===== src/rtl/envcfg_pkg.sv =====
package envcfg_pkg;

  typedef struct packed {
    logic       stcd;
    logic       cbze;
    logic       cbcfe;
    logic [1:0] cbie;
    logic       fiom;
  } envcfg_t;

  typedef enum logic [1:0] {
    PRIV_U   = 2'b00,
    PRIV_S   = 2'b01,
    PRIV_RSV = 2'b10,
    PRIV_M   = 2'b11
  } priv_e;

  localparam int unsigned IMG_W       = 64;
  localparam int unsigned POS_FIOM    = 0;
  localparam int unsigned POS_CBIE_LO = 4;
  localparam int unsigned POS_CBCFE   = 6;
  localparam int unsigned POS_CBZE    = 7;
  localparam int unsigned POS_STCD    = 63;
  localparam int unsigned SET_PAIRS   = 2;  // predecessor, successor

  // Full 64-bit image of the stored fields; reserved bits stay zero.
  function automatic logic [IMG_W-1:0] cfg_to_image(envcfg_t c);
    logic [IMG_W-1:0] img;
    img                            = '0;
    img[POS_FIOM]                  = c.fiom;
    img[POS_CBIE_LO+1:POS_CBIE_LO] = c.cbie;
    img[POS_CBCFE]                 = c.cbcfe;
    img[POS_CBZE]                  = c.cbze;
    img[POS_STCD]                  = c.stcd;
    return img;
  endfunction

endpackage


===== src/rtl/envcfg_csr_decode.sv =====
module envcfg_csr_decode #(
  parameter int unsigned      XLEN    = 64,
  parameter logic [11:0]      ADDR_LO = 12'h30A,
  parameter logic [11:0]      ADDR_HI = 12'h31A
) (
  input  logic        csr_en,
  input  logic        csr_we,
  input  logic [11:0] csr_addr,
  output logic        rd_lo,
  output logic        rd_hi,
  output logic        wr_lo,
  output logic        wr_hi,
  output logic        hit,
  output logic        illegal
);

  logic sel_lo, sel_hi;

  assign sel_lo = csr_en && (csr_addr == ADDR_LO);
  assign sel_hi = csr_en && (csr_addr == ADDR_HI);
  assign rd_lo  = sel_lo;
  assign wr_lo  = sel_lo && csr_we;

  generate
    if (XLEN == 32) begin : g_split
      assign rd_hi   = sel_hi;
      assign wr_hi   = sel_hi && csr_we;
      assign hit     = sel_lo || sel_hi;
      assign illegal = 1'b0;
    end else begin : g_wide
      assign rd_hi   = 1'b0;
      assign wr_hi   = 1'b0;
      assign hit     = sel_lo;
      assign illegal = sel_hi;
    end
  endgenerate

endmodule


===== src/rtl/envcfg_regs.sv =====
module envcfg_regs
  import envcfg_pkg::*;
#(
  parameter int unsigned XLEN      = 64,
  parameter bit          HAS_UMODE = 1'b1
) (
  input  logic            clk,
  input  logic            rst_n,
  input  logic            rd_lo,
  input  logic            rd_hi,
  input  logic            wr_lo,
  input  logic            wr_hi,
  input  logic [XLEN-1:0] wdata,
  output envcfg_t         cfg,
  output logic [XLEN-1:0] rdata
);

  localparam bit STCD_IN_LO = (XLEN == IMG_W);
  localparam int unsigned TOP = XLEN - 1;

  envcfg_t          cfg_q, cfg_d;
  logic             cfg_en;
  logic [IMG_W-1:0] image;

  assign cfg_en = wr_lo || wr_hi;

  always_comb begin
    cfg_d = cfg_q;
    if (wr_lo) begin
      cfg_d.fiom  = HAS_UMODE ? wdata[POS_FIOM] : 1'b0;
      cfg_d.cbie  = wdata[POS_CBIE_LO+1:POS_CBIE_LO];
      cfg_d.cbcfe = wdata[POS_CBCFE];
      cfg_d.cbze  = wdata[POS_CBZE];
      if (STCD_IN_LO) cfg_d.stcd = wdata[TOP];
    end
    if (wr_hi) begin
      cfg_d.stcd = wdata[TOP];
    end
  end

  always_ff @(posedge clk or negedge rst_n) begin
    if (!rst_n) begin
      cfg_q <= '0;
    end else if (cfg_en) begin
      cfg_q <= cfg_d;
    end
  end

  assign image = cfg_to_image(cfg_q);
  assign cfg   = cfg_q;

  always_comb begin
    rdata = '0;
    if (rd_lo)      rdata = image[XLEN-1:0];
    else if (rd_hi) rdata = image[IMG_W-1 -: XLEN];
  end

  p_hold_r10: assert property (@(posedge clk) disable iff (!rst_n)
    !(wr_lo || wr_hi) |=> $stable(cfg_q));

  p_cbie_write_r2: assert property (@(posedge clk) disable iff (!rst_n)
    wr_lo |=> cfg_q.cbie == $past(wdata[POS_CBIE_LO+1:POS_CBIE_LO]));

  p_resv_low_r3: assert property (@(posedge clk) disable iff (!rst_n)
    rd_lo |-> (rdata[3:1] == 3'b000) && (rdata[TOP-1:8] == '0));

  generate
    if (!HAS_UMODE) begin : g_no_umode
      p_fiom_tied_r7: assert property (@(posedge clk) disable iff (!rst_n)
        (wr_lo && wdata[POS_FIOM]) |=> !cfg_q.fiom);
    end
    if (XLEN != IMG_W) begin : g_hi_chk
      p_hi_only_stcd_r8: assert property (@(posedge clk) disable iff (!rst_n)
        wr_hi |=> $stable(cfg_q.cbie) && $stable(cfg_q.fiom));
    end
  endgenerate

endmodule


===== src/rtl/envcfg_fence_widen.sv =====
module envcfg_fence_widen
  import envcfg_pkg::*;
(
  input  logic       fiom,
  input  logic [1:0] priv,
  input  logic [3:0] fence_io,
  input  logic [3:0] fence_mem,
  output logic [7:0] fence_eff
);

  logic widen;

  assign widen = fiom && (priv != PRIV_M);

  // Pair k=1 is the predecessor set, k=0 the successor set.
  generate
    for (genvar k = 0; k < SET_PAIRS; k++) begin : g_pair
      assign fence_eff[4*k+3] = fence_io[2*k+1];
      assign fence_eff[4*k+2] = fence_io[2*k];
      assign fence_eff[4*k+1] = fence_mem[2*k+1] | (widen & fence_io[2*k+1]);
      assign fence_eff[4*k]   = fence_mem[2*k]   | (widen & fence_io[2*k]);
    end
  endgenerate

endmodule


===== src/rtl/envcfg_ctrl.sv =====
module envcfg_ctrl
  import envcfg_pkg::*;
#(
  parameter int unsigned XLEN      = 64,
  parameter bit          HAS_UMODE = 1'b1,
  parameter logic [11:0] ADDR_LO   = 12'h30A,
  parameter logic [11:0] ADDR_HI   = 12'h31A
) (
  input  logic            clk,
  input  logic            rst_n,
  input  logic            csr_en,
  input  logic            csr_we,
  input  logic [11:0]     csr_addr,
  input  logic [XLEN-1:0] csr_wdata,
  output logic [XLEN-1:0] csr_rdata,
  output logic            csr_hit,
  output logic            csr_illegal,
  input  logic [1:0]      priv,
  input  logic [3:0]      fence_io,
  input  logic [3:0]      fence_mem,
  output logic [7:0]      fence_eff,
  output logic            cfg_fiom,
  output logic [1:0]      cfg_cbie,
  output logic            cfg_cbcfe,
  output logic            cfg_cbze,
  output logic            cfg_stcd
);

  logic    rd_lo, rd_hi, wr_lo, wr_hi;
  envcfg_t cfg;

  envcfg_csr_decode #(
    .XLEN(XLEN), .ADDR_LO(ADDR_LO), .ADDR_HI(ADDR_HI)
  ) u_decode (
    .csr_en(csr_en), .csr_we(csr_we), .csr_addr(csr_addr),
    .rd_lo(rd_lo), .rd_hi(rd_hi), .wr_lo(wr_lo), .wr_hi(wr_hi),
    .hit(csr_hit), .illegal(csr_illegal)
  );

  envcfg_regs #(
    .XLEN(XLEN), .HAS_UMODE(HAS_UMODE)
  ) u_regs (
    .clk(clk), .rst_n(rst_n),
    .rd_lo(rd_lo), .rd_hi(rd_hi), .wr_lo(wr_lo), .wr_hi(wr_hi),
    .wdata(csr_wdata), .cfg(cfg), .rdata(csr_rdata)
  );

  envcfg_fence_widen u_fence (
    .fiom(cfg.fiom), .priv(priv),
    .fence_io(fence_io), .fence_mem(fence_mem), .fence_eff(fence_eff)
  );

  assign cfg_fiom  = cfg.fiom;
  assign cfg_cbie  = cfg.cbie;
  assign cfg_cbcfe = cfg.cbcfe;
  assign cfg_cbze  = cfg.cbze;
  assign cfg_stcd  = cfg.stcd;

  p_mpass_r6: assert property (@(posedge clk) disable iff (!rst_n)
    (priv == PRIV_M) |->
      fence_eff == {fence_io[3:2], fence_mem[3:2], fence_io[1:0], fence_mem[1:0]});

  p_superset_r6: assert property (@(posedge clk) disable iff (!rst_n)
    ((fence_eff & {fence_io[3:2], fence_mem[3:2], fence_io[1:0], fence_mem[1:0]})
      == {fence_io[3:2], fence_mem[3:2], fence_io[1:0], fence_mem[1:0]}));

  p_pred_widen_r4: assert property (@(posedge clk) disable iff (!rst_n)
    (cfg_fiom && priv != PRIV_M && fence_io[3]) |-> fence_eff[5]);

  p_succ_widen_r5: assert property (@(posedge clk) disable iff (!rst_n)
    (cfg_fiom && priv != PRIV_M && fence_io[0]) |-> fence_eff[0]);

  p_illegal_quiet_r9: assert property (@(posedge clk) disable iff (!rst_n)
    csr_illegal |-> (csr_rdata == '0) && !csr_hit);

  p_illegal_nowrite_r9: assert property (@(posedge clk) disable iff (!rst_n)
    (csr_illegal && csr_we) |=> $stable(cfg_stcd) && $stable(cfg_cbie));

endmodule


===== config.mk =====
export PLATFORM = sky130hd
export DESIGN_NAME = envcfg_ctrl
export DESIGN_NICKNAME = d
export VERILOG_FILES = /design/src/rtl/envcfg_pkg.sv /design/src/rtl/envcfg_csr_decode.sv /design/src/rtl/envcfg_regs.sv /design/src/rtl/envcfg_fence_widen.sv /design/src/rtl/envcfg_ctrl.sv
export SDC_FILE = /design/constraint.sdc
export NUM_CORES = 1
export LEC_CHECK = 0
export ABC_AREA = 1
export BUFFER_PORTS_ARGS = -buffer_cell sky130_fd_sc_hd__buf_4
export CAP_MARGIN = 10
export CORE_ASPECT_RATIO = 2
export CORE_MARGIN = 8
export CORE_UTILIZATION = 23
export CTS_CLUSTER_SIZE = 14
export DETAILED_ROUTE_END_ITERATION = 10
export GPL_ROUTABILITY_DRIVEN = 0
export GPL_TIMING_DRIVEN = 0
export PLACE_DENSITY_LB_ADDON = 0.1
export SLEW_MARGIN = 20
export SYNTH_ARGS = -nofsm -noshare
export SYNTH_HDL_FRONTEND = slang
export SYNTH_SLANG_ARGS = --single-unit
export TNS_END_PERCENT = 10

===== constraint.sdc =====
create_clock -name clk -period 0.9 [get_ports clk]
set_input_delay 0.18 -clock clk [delete_from_list [all_inputs] [get_ports clk]]
set_output_delay 0.18 -clock clk [all_outputs]
set_load 0.01 [all_outputs]

=== Word-level counts from Yosys, hierarchy flattened ===
Index checks and enable logic that the tools add are counted.

* Input port bits: 90
* Flip-flop bits (word level): 6
* Output and inout bits: 80

* Reductions and logical operators: 4
* Muxes and demuxes: 1
* Equal/unequal tests: 3
* Bitwise operators: 8

{| class="wikitable"
|+ Operator list
! cell !! count
|-
| 2-to-1 mux 64 bit || 1
|-
| equality test 12 x 10 -> 1 bit (second input constant) || 2
|-
| bitwise AND 1 bit || 4
|-
| logical AND 1 bit || 4
|-
| bitwise OR 1 bit || 4
|-
| != test 2 bit (second input constant) || 1
|}

=== Depth between registers and ports, before layout ===
* Depth in word-level cells: 4
* Depth in mapped cells: 7

=== Cells and area by module ===
A second synthesis with hierarchy kept.

* Cell total of the unflattened synthesis: 135
* Area total of the unflattened synthesis: 928.4 um^2

{| class="wikitable"
|+ By module, submodules not included
! module !! cells each !! times used !! area each (um^2)
|-
| envcfg_regs || 93 || 1 || 711.9
|-
| envcfg_csr_decode || 25 || 1 || 130.1
|-
| envcfg_fence_widen || 17 || 1 || 86.3
|}

=== Least setup slack after synthesis ===
Ideal clock, no wire load.

* Path type: input-to-output
* Start point: input csr_addr[11]
* End point: output csr_rdata[0]
* Stages on the path: 5
* Setup slack: -142 ps
* Arrival time: 862 ps
* Path buffers: 0
* Data required time: 720 ps
* Cell sequence: nor2_1 -> nand2_1 -> nor2_4 -> nand2_2 -> nor2_1

* Longest elaborated chain between the ends: 3

{| class="wikitable"
|+ Ends and longest elaborated chain
! item !! line !! text
|-
| from (decl) || envcfg_ctrl.sv:13 || <nowiki>input logic [11:0] csr_addr,</nowiki>
|-
| equality test 12 x 10 -> 1 bit || envcfg_csr_decode.sv:19 || <nowiki>assign sel_lo = csr_en && (csr_addr == ADDR_LO);</nowiki>
|-
| logical AND 1 bit || envcfg_csr_decode.sv:19 ||
|-
| 2-to-1 mux 64 bit || envcfg_regs.sv:54 || <nowiki>if (rd_lo) rdata = image[XLEN-1:0];</nowiki>
|-
| to (decl) || envcfg_ctrl.sv:15 || <nowiki>output logic [XLEN-1:0] csr_rdata,</nowiki>
|}

No other way between the ends.

=== Final worst setup path ===
* Start point: register u_regs.cfg_q (netlist bit u_regs.cfg[0])
* End point: output fence_eff[5]

* Longest elaborated chain between the ends: 3

{| class="wikitable"
|+ Ends and longest elaborated chain
! item !! line !! text
|-
| from (decl) || envcfg_regs.sv:21 || <nowiki>envcfg_t cfg_q, cfg_d;</nowiki>
|-
| from (signal assigned) || envcfg_regs.sv:45 || <nowiki>cfg_q <= cfg_d;</nowiki>
|-
| logical AND 1 bit || envcfg_fence_widen.sv:13 || <nowiki>assign widen = fiom && (priv != PRIV_M);</nowiki>
|-
| bitwise AND 1 bit || envcfg_fence_widen.sv:20 || <nowiki>assign fence_eff[4*k+1] = fence_mem[2*k+1] | (widen & fence_io[2*k+1]);</nowiki>
|-
| bitwise OR 1 bit || envcfg_fence_widen.sv:20 ||
|-
| to (decl) || envcfg_ctrl.sv:21 || <nowiki>output logic [7:0] fence_eff,</nowiki>
|}

No other way between the ends.

==> run metrics <==
# port buffers=53; status=complete, but fails checks; DIE WIDTH=around 60 µm; Area after DPL=1600 µm²; RSZ-0062 raised after global routing=true; CP bufs+invs=1; Final period util=134%; drt wl/cell=10.0 µm; largest cells by area after synthesis=buf_4 52%, dfrtp_1 17%, nand2_1 6.6%; grt ovf=0; row cnt=32; number of global-route vias before repair=940; pwr dens=680 nW/µm²; commonest non-fill, non-tap cell in the layout=buf_4; synth unique cells=14; Hold Path Class=in2reg; Leak Pwr=roughly 1.1 nW; Setup Viol. Count Final=24; syn_area_per_cell=7.23 µm²; Slew Viols, Final=0; H-tree levels=1; VDD IR max=0.000417 V; flops & latches, synth=6; Post-Syn Area=903 µm²; f_max=slightly above 800 MHz; CP Data Arrival Time=1.02 ns; via count=950; dominant cell type by area after synthesis=buf_4; CP peak stage delay=roughly 0.44 ns; dpl hpwl=2700 µm; max FFs per register=6; first-pass GRT wire length=~4300 µm; sequential share of the synthesized area=between 10% and 20%; post-synthesis mux area share=0%; Max Root-Sink Buffers=2; Post-Synth Simple-Gate Area=22.2%; Avg Vias per Cell=between 3 and 4; WS Path Type=reg2out; TritonCTS clock tree=done; remaining antenna violation count=0; Compound-Gate Fraction of Synth Area=3.88%; Synth Area in XOR/XNOR=0%; die area=6310 µm²; core area=3800 µm²; Clock Skews=0 ns; crit path launch type=flip-flop; Worst setup EP type=output pin; cell count after synthesis=125; initial antenna violation count=0; Yosys Warn Count=0; routed wire length=2960 µm; drt drc=0; Ant. Diodes=0; post-synth top area share=51.5%; largest net degree at the start of global routing=8; Fin Hold WS=0.217 ns; nets@finish=337; Worst EP required=about 0.72 ns; IO Count=between 150 and 200; area share of fa/ha/maj cells after synthesis=0%; iteration-0 DRC count of the detailed router=27; Clk Latency, worst-skew pair=roughly 0.22 ns; top cell family by delay on the critical path=flip-flops; number of max-cap violations=0; Final WS setup=-0.304 ns; setup TNS=-3.18 ns; Initial Util=a little under a quarter; critical path's slowest cell=dfrtp_2; TritonCTS Buffers=3; Final Util=a little under half; share of cells above drive strength 1=61.2%; Clock Root Buffer=clkbuf_8; synthesis-to-finish area growth=99.6%; Die H=105 µm; cells along the critical path=a31o_2, buf_6; largest family of logic cells by synthesized area=buffers and inverters; cell area after layout=1800 µm²; leading cell types in the layout, fill and taps excluded=107 x buf_4, 58 x conb_1, 14 x nand2_1, 14 x buf_6, 9 x inv_1; final hold violation count=0; failing checks=setup timing; minimum clock period after layout=1.20 ns; clock sink count=6; CP max FO=6; Worst-path clk slew=0.03 ns; GRT Overall Usage=8.58%; TritonRoute pass-1 iters=4
==> synth_stat cells (all sizes together) <==
cell and instances:
nand2 17, nand3 2, conb 1, nor2 12
buf 62, a31o 4, dfrtp 6, nor3 1
inv 13, nand4 7
==> cell type report <==
class                   count  area [µm²]
inverters                  13        51.3
repair buffers             60         505
plain buffers              62         465
multi-input cells         101         524
clock buffers               3        41.3
well taps                  51        63.8
fillers                   419        2000
flip-flops and latches      6         151
==> stage by stage <==
step | cells | total power, mW | worst slack, ns
floorplan | 182 | 0.626 | -0.124
global placement | 286 | 0.775 | -0.389
detailed placement | 286 | 0.776 | -0.387
CTS | 294 | 1.19 | -0.310
global route | 296 | 1.31 | -0.334
finish | 296 | 1.23 | -0.304
==> cell families after synthesis <==
family | count (synthesis)
compound gates | 4
buf+inv | 75
flops | 6
other cells | 1
simple gates | 39
==> worst paths after layout <==
check | start | cells past startpoint | slack, ns | endpoint
hold / removal | csr_wdata[4] | 3 | 0.22 | u_regs.cfg[1]$_DFFE_PN0P_
hold reg to reg | u_regs.cfg[1]$_DFFE_PN0P_ | 2 | 0.51 | u_regs.cfg[1]$_DFFE_PN0P_
min in group asynchronous | rst_n | 2 | 0.31 | u_regs.cfg[2]$_DFFE_PN0P_
setup / recovery | u_regs.cfg[0]$_DFFE_PN0P_ | 2 | -0.30 | fence_eff[5]
max in group asynchronous | rst_n | 2 | 0.47 | u_regs.cfg[0]$_DFFE_PN0P_
setup reg to reg | u_regs.cfg[0]$_DFFE_PN0P_ | 3 | 0.13 | u_regs.cfg[0]$_DFFE_PN0P_
==> power by group <==
part / internal, mW / switching [mW] / total, mW / leakage (nW)
sequential: 0.272 / 0.000725 / 0.273 / 0.0822
clock: 0.286 / 0.103 / 0.389 / 0.0216
combinational: 0.320 / 0.243 / 0.564 / 0.983
==> routing by layer <==
metal	up-vias	share of wire, %	global-route usage [%]
met3	2	21	6.63
li1	506	-	-
met5	-	0	0
met2	78	49	15.2
met1	364	30	7.02
met4	0	0.37	2.07
==> timing repair <==
item                                   4_1_cts  5_1_grt
buffers inserted                             4        2
endpoints found under the hold margin        6        0
setup endpoints to repair                   19       24
gates resized for setup                     11       21
pin swaps                                    5        8
hold buffers                                 1        0
==> worst reg2reg max path, cell delays in order (launching register included) <==
cell	delay (ns)
dfrtp_2	0.44
buf_6	0.13
nand2_1	0.05
nand2_1	0.04
(Power assumes the default switching activity.)
